### config.mk
export PLATFORM = sky130hd
export DESIGN_NAME = dual_timer8
export DESIGN_NICKNAME = d
export VERILOG_FILES = /design/src/rtl/dual_timer8.sv
export SDC_FILE = /design/constraint.sdc
export NUM_CORES = 1
export LEC_CHECK = 0
export ABC_AREA = 0
export BUFFER_PORTS_ARGS = -buffer_cell sky130_fd_sc_hd__buf_2
export CAP_MARGIN = 20
export CORE_UTILIZATION = 55
export CTS_CLUSTER_DIAMETER = 200
export DETAILED_ROUTE_END_ITERATION = 8
export GPL_TIMING_DRIVEN = 0
export HOLD_SLACK_MARGIN = 0.03
export PLACE_DENSITY = 0.77
export SLEW_MARGIN = 20
export SYNTH_ARGS = -nofsm -noshare
export SYNTH_HDL_FRONTEND = slang
export SYNTH_SLANG_ARGS = --single-unit
### constraint.sdc
create_clock -name clk -period 2.9 [get_ports clk]
set_input_delay 0.145 -clock clk [delete_from_list [all_inputs] [get_ports clk]]
set_output_delay 0.145 -clock clk [all_outputs]
set_load 0.05 [all_outputs]
### src/rtl/dual_timer8.sv
`timescale 1ns/1ps
module dual_timer8 #(
  parameter int W = 8
) (
  input  logic         clk,
  input  logic         rst_n,
  input  logic         bus_we,
  input  logic [2:0]   bus_addr,
  input  logic [W-1:0] bus_wdata,
  output logic [W-1:0] bus_rdata,
  input  logic [1:0]   tick_i,
  output logic [1:0]   irq_o,
  output logic [1:0]   tout_o
);
  localparam logic [W-1:0] TOP = {W{1'b1}};

  logic [W-1:0] ctl0, ctl1, cmp0, cmp1, cnt0, cnt1;
  logic         lvl0, lvl1;

  wire       casc  = ctl1[3];
  wire       en0   = ctl0[0];
  wire       en1   = casc ? ctl0[0] : ctl1[0];
  wire [1:0] md0   = ctl0[2:1];
  wire [1:0] md1   = casc ? ctl0[2:1] : ctl1[2:1];

  wire hit0  = casc ? ({cnt1, cnt0} == {cmp1, cmp0}) : (cnt0 == cmp0);
  wire clr0  = (md0 == 2'b00) && hit0;
  wire clr1  = casc ? clr0 : ((md1 == 2'b00) && (cnt1 == cmp1));
  wire step0 = tick_i[0] && en0;
  wire step1 = casc ? step0 && (clr0 || cnt0 == TOP) : tick_i[1] && en1;

  wire [W-1:0] nx0 = clr0 ? '0 : cnt0 + 1'b1;
  wire [W-1:0] nx1 = clr1 ? '0 : cnt1 + 1'b1;
  wire [W-1:0] hi_after = step1 ? nx1 : cnt1;
  wire match0 = casc ? ({hi_after, nx0} == {cmp1, cmp0}) : (nx0 == cmp0);

  always_ff @(posedge clk) begin
    if (!rst_n) begin
      ctl0 <= '0; ctl1 <= '0; cmp0 <= '0; cmp1 <= '0;
    end else if (bus_we) begin
      case (bus_addr)
        3'd0: ctl0 <= bus_wdata;
        3'd1: cmp0 <= bus_wdata;
        3'd4: ctl1 <= bus_wdata;
        3'd5: cmp1 <= bus_wdata;
        default: ;
      endcase
    end
  end

  always_ff @(posedge clk) begin
    if (!rst_n || !en0)  cnt0 <= '0;
    else if (step0)      cnt0 <= nx0;
    if (!rst_n || !en1)  cnt1 <= '0;
    else if (step1)      cnt1 <= nx1;
  end

  always_ff @(posedge clk) begin
    if (!rst_n) begin
      irq_o <= '0;
    end else begin
      irq_o[0] <= step0 && !md0[1] && match0;
      irq_o[1] <= !casc && step1 && !md1[1] && (nx1 == cmp1);
    end
  end

  always_ff @(posedge clk) begin
    if (!rst_n || !en0 || !md0[1] || casc) lvl0 <= 1'b0;
    else if (step0) lvl0 <= (nx0 == cmp0) ? 1'b0 : (cnt0 == TOP) ? 1'b1 : lvl0;
    if (!rst_n || !en1 || !md1[1] || casc) lvl1 <= 1'b0;
    else if (step1) lvl1 <= (nx1 == cmp1) ? 1'b0 : (cnt1 == TOP) ? 1'b1 : lvl1;
  end

  assign tout_o = {lvl1 ^ ~ctl1[4], lvl0 ^ ~ctl0[4]};

  always_comb begin
    case (bus_addr)
      3'd0: bus_rdata = ctl0;
      3'd1: bus_rdata = cmp0;
      3'd2: bus_rdata = cnt0;
      3'd4: bus_rdata = ctl1;
      3'd5: bus_rdata = cmp1;
      3'd6: bus_rdata = cnt1;
      default: bus_rdata = '0;
    endcase
  end

  AST_DIS_ZERO:   assert property (@(posedge clk) disable iff (!rst_n) !en0 |=> cnt0 == '0);
  AST_HOLD:       assert property (@(posedge clk) disable iff (!rst_n) (en0 && !tick_i[0]) |=> cnt0 == $past(cnt0));
  AST_IRQ_CAUSE:  assert property (@(posedge clk) disable iff (!rst_n) irq_o[0] |-> $past(tick_i[0]));
  AST_CASC_IRQ1:  assert property (@(posedge clk) disable iff (!rst_n) (casc && $past(casc)) |-> !irq_o[1]);
  AST_REST_LEVEL: assert property (@(posedge clk) disable iff (!rst_n) $past(!en0) |-> tout_o[0] == ~ctl0[4]);
endmodule

Word-level counts from Yosys, hierarchy flattened

Index checks and enable logic that the tools add are counted.

Register bits: 52
Output and inout port bits: 12
Word-level logic and storage cells: 76

$add $sub $neg: 2
Equality and inequality tests: 13
Muxes and demuxes: 14
Bitwise operators: 4
Reductions and logical operators: 34

Operator list:

| kind                | count |
|---|---|
| $pmux 8 s6          | 1 |
| $eq 16x16->1        | 2 |
| $eq 8x8->1          | 4 |
| $mux 8              | 3 |
| $add 8x1->8 const B | 2 |
| $eq 8x8->1 const B  | 2 |
| $reduce_and 2->1    | 6 |
| $logic_and 1x1->1   | 10 |
| $eq 3x3->1 const B  | 3 |
| $mux 1              | 9 |
| $logic_or 1x1->1    | 7 |
| $logic_not 1->1     | 6 |
| $logic_not 2->1     | 2 |
| $reduce_bool 2->1   | 2 |
| $eq 3x1->1 const B  | 1 |
| $eq 3x2->1 const B  | 1 |
| $logic_not 3->1     | 1 |
| $mux 2              | 1 |
| $not 1->1           | 2 |
| $xor 1x1->1         | 2 |

Longest topological paths before layout

Depth after elaboration: 10
Mapped depth: 12
Gate-level depth less buffers: 10

Least setup slack after synthesis

Ideal clock, no wire load.

Path kind: reg-to-reg
Start point: reg cnt1[0]
End point: reg irq_o[0]
Arrival: 2,445 ps
Path slack: 394 ps
Stages on the path, launching flop included: 11
Path buffers: 0
Cells stage by stage: dfxtp_1 > ha_1 > nand3_1 > nor2_1 > xor2_1 > nand3_1 > a31oi_1 > o211ai_1 > o31a_1 > o41ai_1 > and4b_1

Word-level cells in the longest chain between the ends: 10

RTL lines:

| item                     | RTL line | text |
|---|---|---|
| start: declaration       | 17       | `logic [W-1:0] ctl0, ctl1, cmp0, cmp1, cnt0, cnt1;` |
| start signal: assignment | 55       | `else if (step1) cnt1 <= nx1;` |
| $eq 16x16->1             | 26       | `wire hit0 = casc ? ({cnt1, cnt0} == {cmp1, cmp0}) : (cnt0 == cmp0);` |
| $mux 1                   | 26       |  |
| $logic_and 1x1->1        | 27       | `wire clr0 = (md0 == 2'b00) && hit0;` |
| $logic_or 1x1->1         | 30       | `wire step1 = casc ? step0 && (clr0 \|\| cnt0 == TOP) : tick_i[1] && en1;` |
| $logic_and 1x1->1        | 30       |  |
| $mux 1                   | 30       |  |
| $mux 8                   | -        |  |
| $eq 16x16->1             | 35       | `wire match0 = casc ? ({hi_after, nx0} == {cmp1, cmp0}) : (nx0 == cmp0);` |
| $mux 1 *                 | 35       |  |
| $logic_and 1x1->1 *      | 62       | `irq_o[0] <= step0 && !md0[1] && match0;` |
| end signal: assignment   | 62       |  |
| end: declaration         | 12       | `output logic [1:0] irq_o,` |

Mark *: on every way between the ends. The rest lies on a longest branch, timed or not.
A chain may end at the register's enable or synchronous reset.

Worst setup path after layout

Start point: reg cnt0[6]
End point: reg irq_o[0]

Word-level cells in the longest chain between the ends: 10

RTL lines:

| item                                              | RTL line | text |
|---|---|---|
| start: declaration                                | 17       |  |
| start signal: assignment                          | 53       | `else if (step0) cnt0 <= nx0;` |
| $eq 16x16->1 / $eq 8x8->1 (equally long branches) | 26       |  |
| $mux 1                                            | 26       |  |
| $logic_and 1x1->1                                 | 27       |  |
| $logic_or 1x1->1                                  | 30       |  |
| $logic_and 1x1->1                                 | 30       |  |
| $mux 1                                            | 30       |  |
| $mux 8                                            | -        |  |
| $eq 16x16->1                                      | 35       |  |
| $mux 1 *                                          | 35       |  |
| $logic_and 1x1->1 *                               | 62       |  |

Marks and branches as above.

==> results.sh <==
export IMPL_cts_clk_slew_worst_paths_ns=0.10
export IMPL_numCtsBuffers=5
export IMPL_signed_area_change_from_the_synthesized_netlist_to_the_final_layout_pct=11.1
export IMPL_timing_worst_slew_pin_value_ns=0.785
export IMPL_worst_slew_margin_rel_pct=47.3
export IMPL_clk_root_buffer_cell="sky130_fd_sc_hd__clkbuf_8"
export IMPL_postCtsHoldBufs=0
export IMPL_skew_ns=0.00867
export IMPL_finish_net_count=507
export IMPL_run_status="finished clean"
export IMPL_startpoint_type="register"
export IMPL_clock_latency_at_the_later_pin_of_the_worst_skew_pair_ns=0.31
export IMPL_synth_yosys_seq_area_share_pct=29.8
export IMPL_part_of_the_cycle_the_worst_path_needs_pct=96.1
export IMPL_grt_pass1_vias=2890
export IMPL_max_cap_viol_count=0
export IMPL_max_vdd_ir_drop_uv=262
export IMPL_synth_commonest_cells="83 x sky130_fd_sc_hd__nand2_1, 52 x sky130_fd_sc_hd__dfxtp_1, 46 x sky130_fd_sc_hd__nor2_1"
export IMPL_insertedDiodeCount=0
export IMPL_total_length_of_routed_wires_mm=9.33
export IMPL_grt_start_max_net_pins=18
export IMPL_die_footprint_mm2=0.00667
export IMPL_io_buffers=25
export IMPL_detailedRoute_firstIterationViolations=280
export IMPL_avgRoutedWirePerCell_um=16.5
export IMPL_numClockSinks=52
export IMPL_post_drt_via_cell_ratio=6.01
export IMPL_detail_route_drc_violations=0
export IMPL_setup_violations_final=0
export IMPL_utilization_pct=64.3
export IMPL_syn_area_per_cell_um2=7.57
export IMPL_async_reset_ff_share_pct=0
export IMPL_synthDominantCellAreaShare_pct=29.8
export IMPL_yosys_area_top_type="sky130_fd_sc_hd__dfxtp_1"
export IMPL_wire_length_of_the_first_global_routing_pass_mm=14.6
export IMPL_worst_path_max_fanout=7
export IMPL_post_synth_inst_count=461
export IMPL_cp_arrival_ns=3.03
export IMPL_syn_num_nets=479
export IMPL_finalHoldViolCount=0
export IMPL_netlist_cell_type_count=50
export IMPL_fmaxAchievable_mhz=359
export IMPL_worstHoldPathType="in -> reg"
export IMPL_synth_main_ff_cell="sky130_fd_sc_hd__dfxtp_1"
export IMPL_ys_ff_latch=52
export IMPL_rows=28
export IMPL_core_region_area_mm2=0.00603
export IMPL_maxSlewViolCount=0
export IMPL_fill_cells=546
export IMPL_synthesis_yosys_warnings=0
export IMPL_tritoncts_clock_tree="done"
export IMPL_timing_setup_critical_path_class="reg -> reg"
export IMPL_route_vias_total=3397
export IMPL_die_y_um=81.7
export IMPL_static_power_due_to_leakage_nw=1.45
export IMPL_final_cells=565
export IMPL_number_of_enable_flip_flop_cells_after_synthesis=0
export IMPL_grt_ovfl_total=0
export IMPL_dp_final_hpwl_mm=7.07
export IMPL_cp_data_required_time_ns=3.15
export IMPL_critical_path_endpoint_type="register"
export IMPL_finalCriticalPeriod_ns=2.79
export IMPL_finalWeightedCongestion=0.990
export IMPL_syn_cell_area_mm2=0.00349
export IMPL_grt_antenna_before_repair=0
export IMPL_ctsLongestPathBuffers=2
export IMPL_track_usage_pct=29.0
export IMPL_p_per_area_mw_per_mm2=357
export IMPL_initial_util_pct=57.9
export IMPL_place_inst=561
export IMPL_fp_dieW_um=81.7
export IMPL_synth_most_common_cell="sky130_fd_sc_hd__nand2_1"
export IMPL_dr_pass1_iters=5
export IMPL_post_route_cells_drive_above_1_share_pct=15.5
export IMPL_remaining_antenna_violation_count_after_routing=0
export IMPL_synthTopCellsByArea="sky130_fd_sc_hd__dfxtp_1 30%, sky130_fd_sc_hd__nand2_1 8.9%, sky130_fd_sc_hd__a21boi_0 6.9%"
export IMPL_htree_levels=2
export IMPL_floorplan_io_pins=28
[worst max-delay path, cell delays in order (launching register included)]
cell and delay [ns]:
sky130_fd_sc_hd__dfxtp_1 0.32, sky130_fd_sc_hd__buf_6 0.13, sky130_fd_sc_hd__xor2_1 0.17, sky130_fd_sc_hd__nor4_2 0.34
sky130_fd_sc_hd__nand4_1 0.17, sky130_fd_sc_hd__a21oi_2 0.22, sky130_fd_sc_hd__buf_6 0.15, sky130_fd_sc_hd__nor2_1 0.05
sky130_fd_sc_hd__o32a_1 0.29, sky130_fd_sc_hd__o31a_1 0.32, sky130_fd_sc_hd__o41ai_2 0.33, sky130_fd_sc_hd__and4b_1 0.23
[final timing paths]
check                                          start                    to  slack [ns]  cells after the start
worst max register to register  cnt0[6]$_SDFFE_PP0P_   irq_o[0]$_SDFF_PN0_        0.11                     11
worst max-delay path            cnt0[6]$_SDFFE_PP0P_   irq_o[0]$_SDFF_PN0_        0.11                     11
worst min register to register  ctl1[7]$_SDFFE_PN0P_  ctl1[7]$_SDFFE_PN0P_        0.47                      2
worst min-delay path                    bus_wdata[4]  ctl0[4]$_SDFFE_PN0P_        0.12                      3
[layout by cell type (no fill, tap or decap), types with 4 or more instances in the layout]
cell                       instances
sky130_fd_sc_hd__nand3b_1          9
sky130_fd_sc_hd__dfxtp_2           5
sky130_fd_sc_hd__dfxtp_1          47
sky130_fd_sc_hd__clkbuf_8          5
sky130_fd_sc_hd__o21ai_0          13
sky130_fd_sc_hd__mux2i_1          12
sky130_fd_sc_hd__xor2_1           21
sky130_fd_sc_hd__a211oi_1          4
sky130_fd_sc_hd__xnor2_1          19
sky130_fd_sc_hd__or3_1             4
sky130_fd_sc_hd__nor2_1           44
sky130_fd_sc_hd__clkbuf_1         16
sky130_fd_sc_hd__a22oi_1           6
sky130_fd_sc_hd__nand3_1           9
sky130_fd_sc_hd__buf_2            35
sky130_fd_sc_hd__nand2_1          83
sky130_fd_sc_hd__and3_1            9
sky130_fd_sc_hd__a21boi_0         32
sky130_fd_sc_hd__nor3_1            7
sky130_fd_sc_hd__inv_1             6
sky130_fd_sc_hd__nor2b_1           4
sky130_fd_sc_hd__a31oi_1           6
sky130_fd_sc_hd__a21oi_1          27
[flip-flops by register name, indices dropped and copies added (netlist names)]
register  cells
ctl1          8
cnt0          8
lvl0          1
ctl0          8
irq_o         2
lvl1          1
cnt1          8
cmp1          8
cmp0          8
[routing by layer]
layer  routed length (um)  global-route usage, %
met3                  439                   3.22
met4                  320                   12.3
met5                    0                      0
met1                 4350                   39.9
met2                 4220                   45.8
[kinds of logic after synthesis]
group | Yosys count | synth area share (%)
AOI/OAI and AO/OA | 107 | 20.8
xor gates and xnor gates | 42 | 10.5
adders and majority gates | 2 | 0.717
buffers and inverters | 44 | 5.49
DFF | 52 | 29.8
muxes | 17 | 5.70
and+or+nand+nor | 197 | 27.0
[final cells by class]
type                            count  area, um^2  share of cell area (%)
Tap cell                           75        93.8                    2.42
Clock buffer                        5        68.8                    1.78
Timing Repair Buffer               26         145                    3.74
Multi-Input combinational cell    365        2320                    59.9
Clock inverter                      3        21.3                   0.549
Buffer                             33         155                    4.00
Inverter                            6        22.5                   0.581
Sequential cell                    52        1050                    27.0
[metrics by stage]
stage / setup slack [ns] / cell area, um^2 / setup TNS [ns] / hold WS (ns) / power [mW]
final: 0.113 / 3880 / 0 / 0.119 / 1.38
after floorplan: 0.394 / 3490 / 0 / 0.290 / 0.890
after detailed placement: -0.0471 / 3710 / -0.0471 / 0.450 / 0.948
after global placement: -0.0198 / 3710 / -0.0198 / 0.442 / 0.945
after global routing: -0.00141 / 3880 / -0.00141 / 0.122 / 1.43
after CTS: 0.000816 / 3810 / 0 / 0.113 / 1.37
[what timing repair did]
item,CTS,global route
setup endpoints to repair,1,4
resized for setup,5,16
cloned,0,0
pin swaps,0,3
buffers inserted,0,1
[where the power goes]
group | switching (mW) | internal (mW) | total, mW
clock | 0.260 | 0.172 | 0.432
sequential | 0.0136 | 0.723 | 0.737
combinational | 0.136 | 0.0804 | 0.216
(Power assumes the default switching activity.)
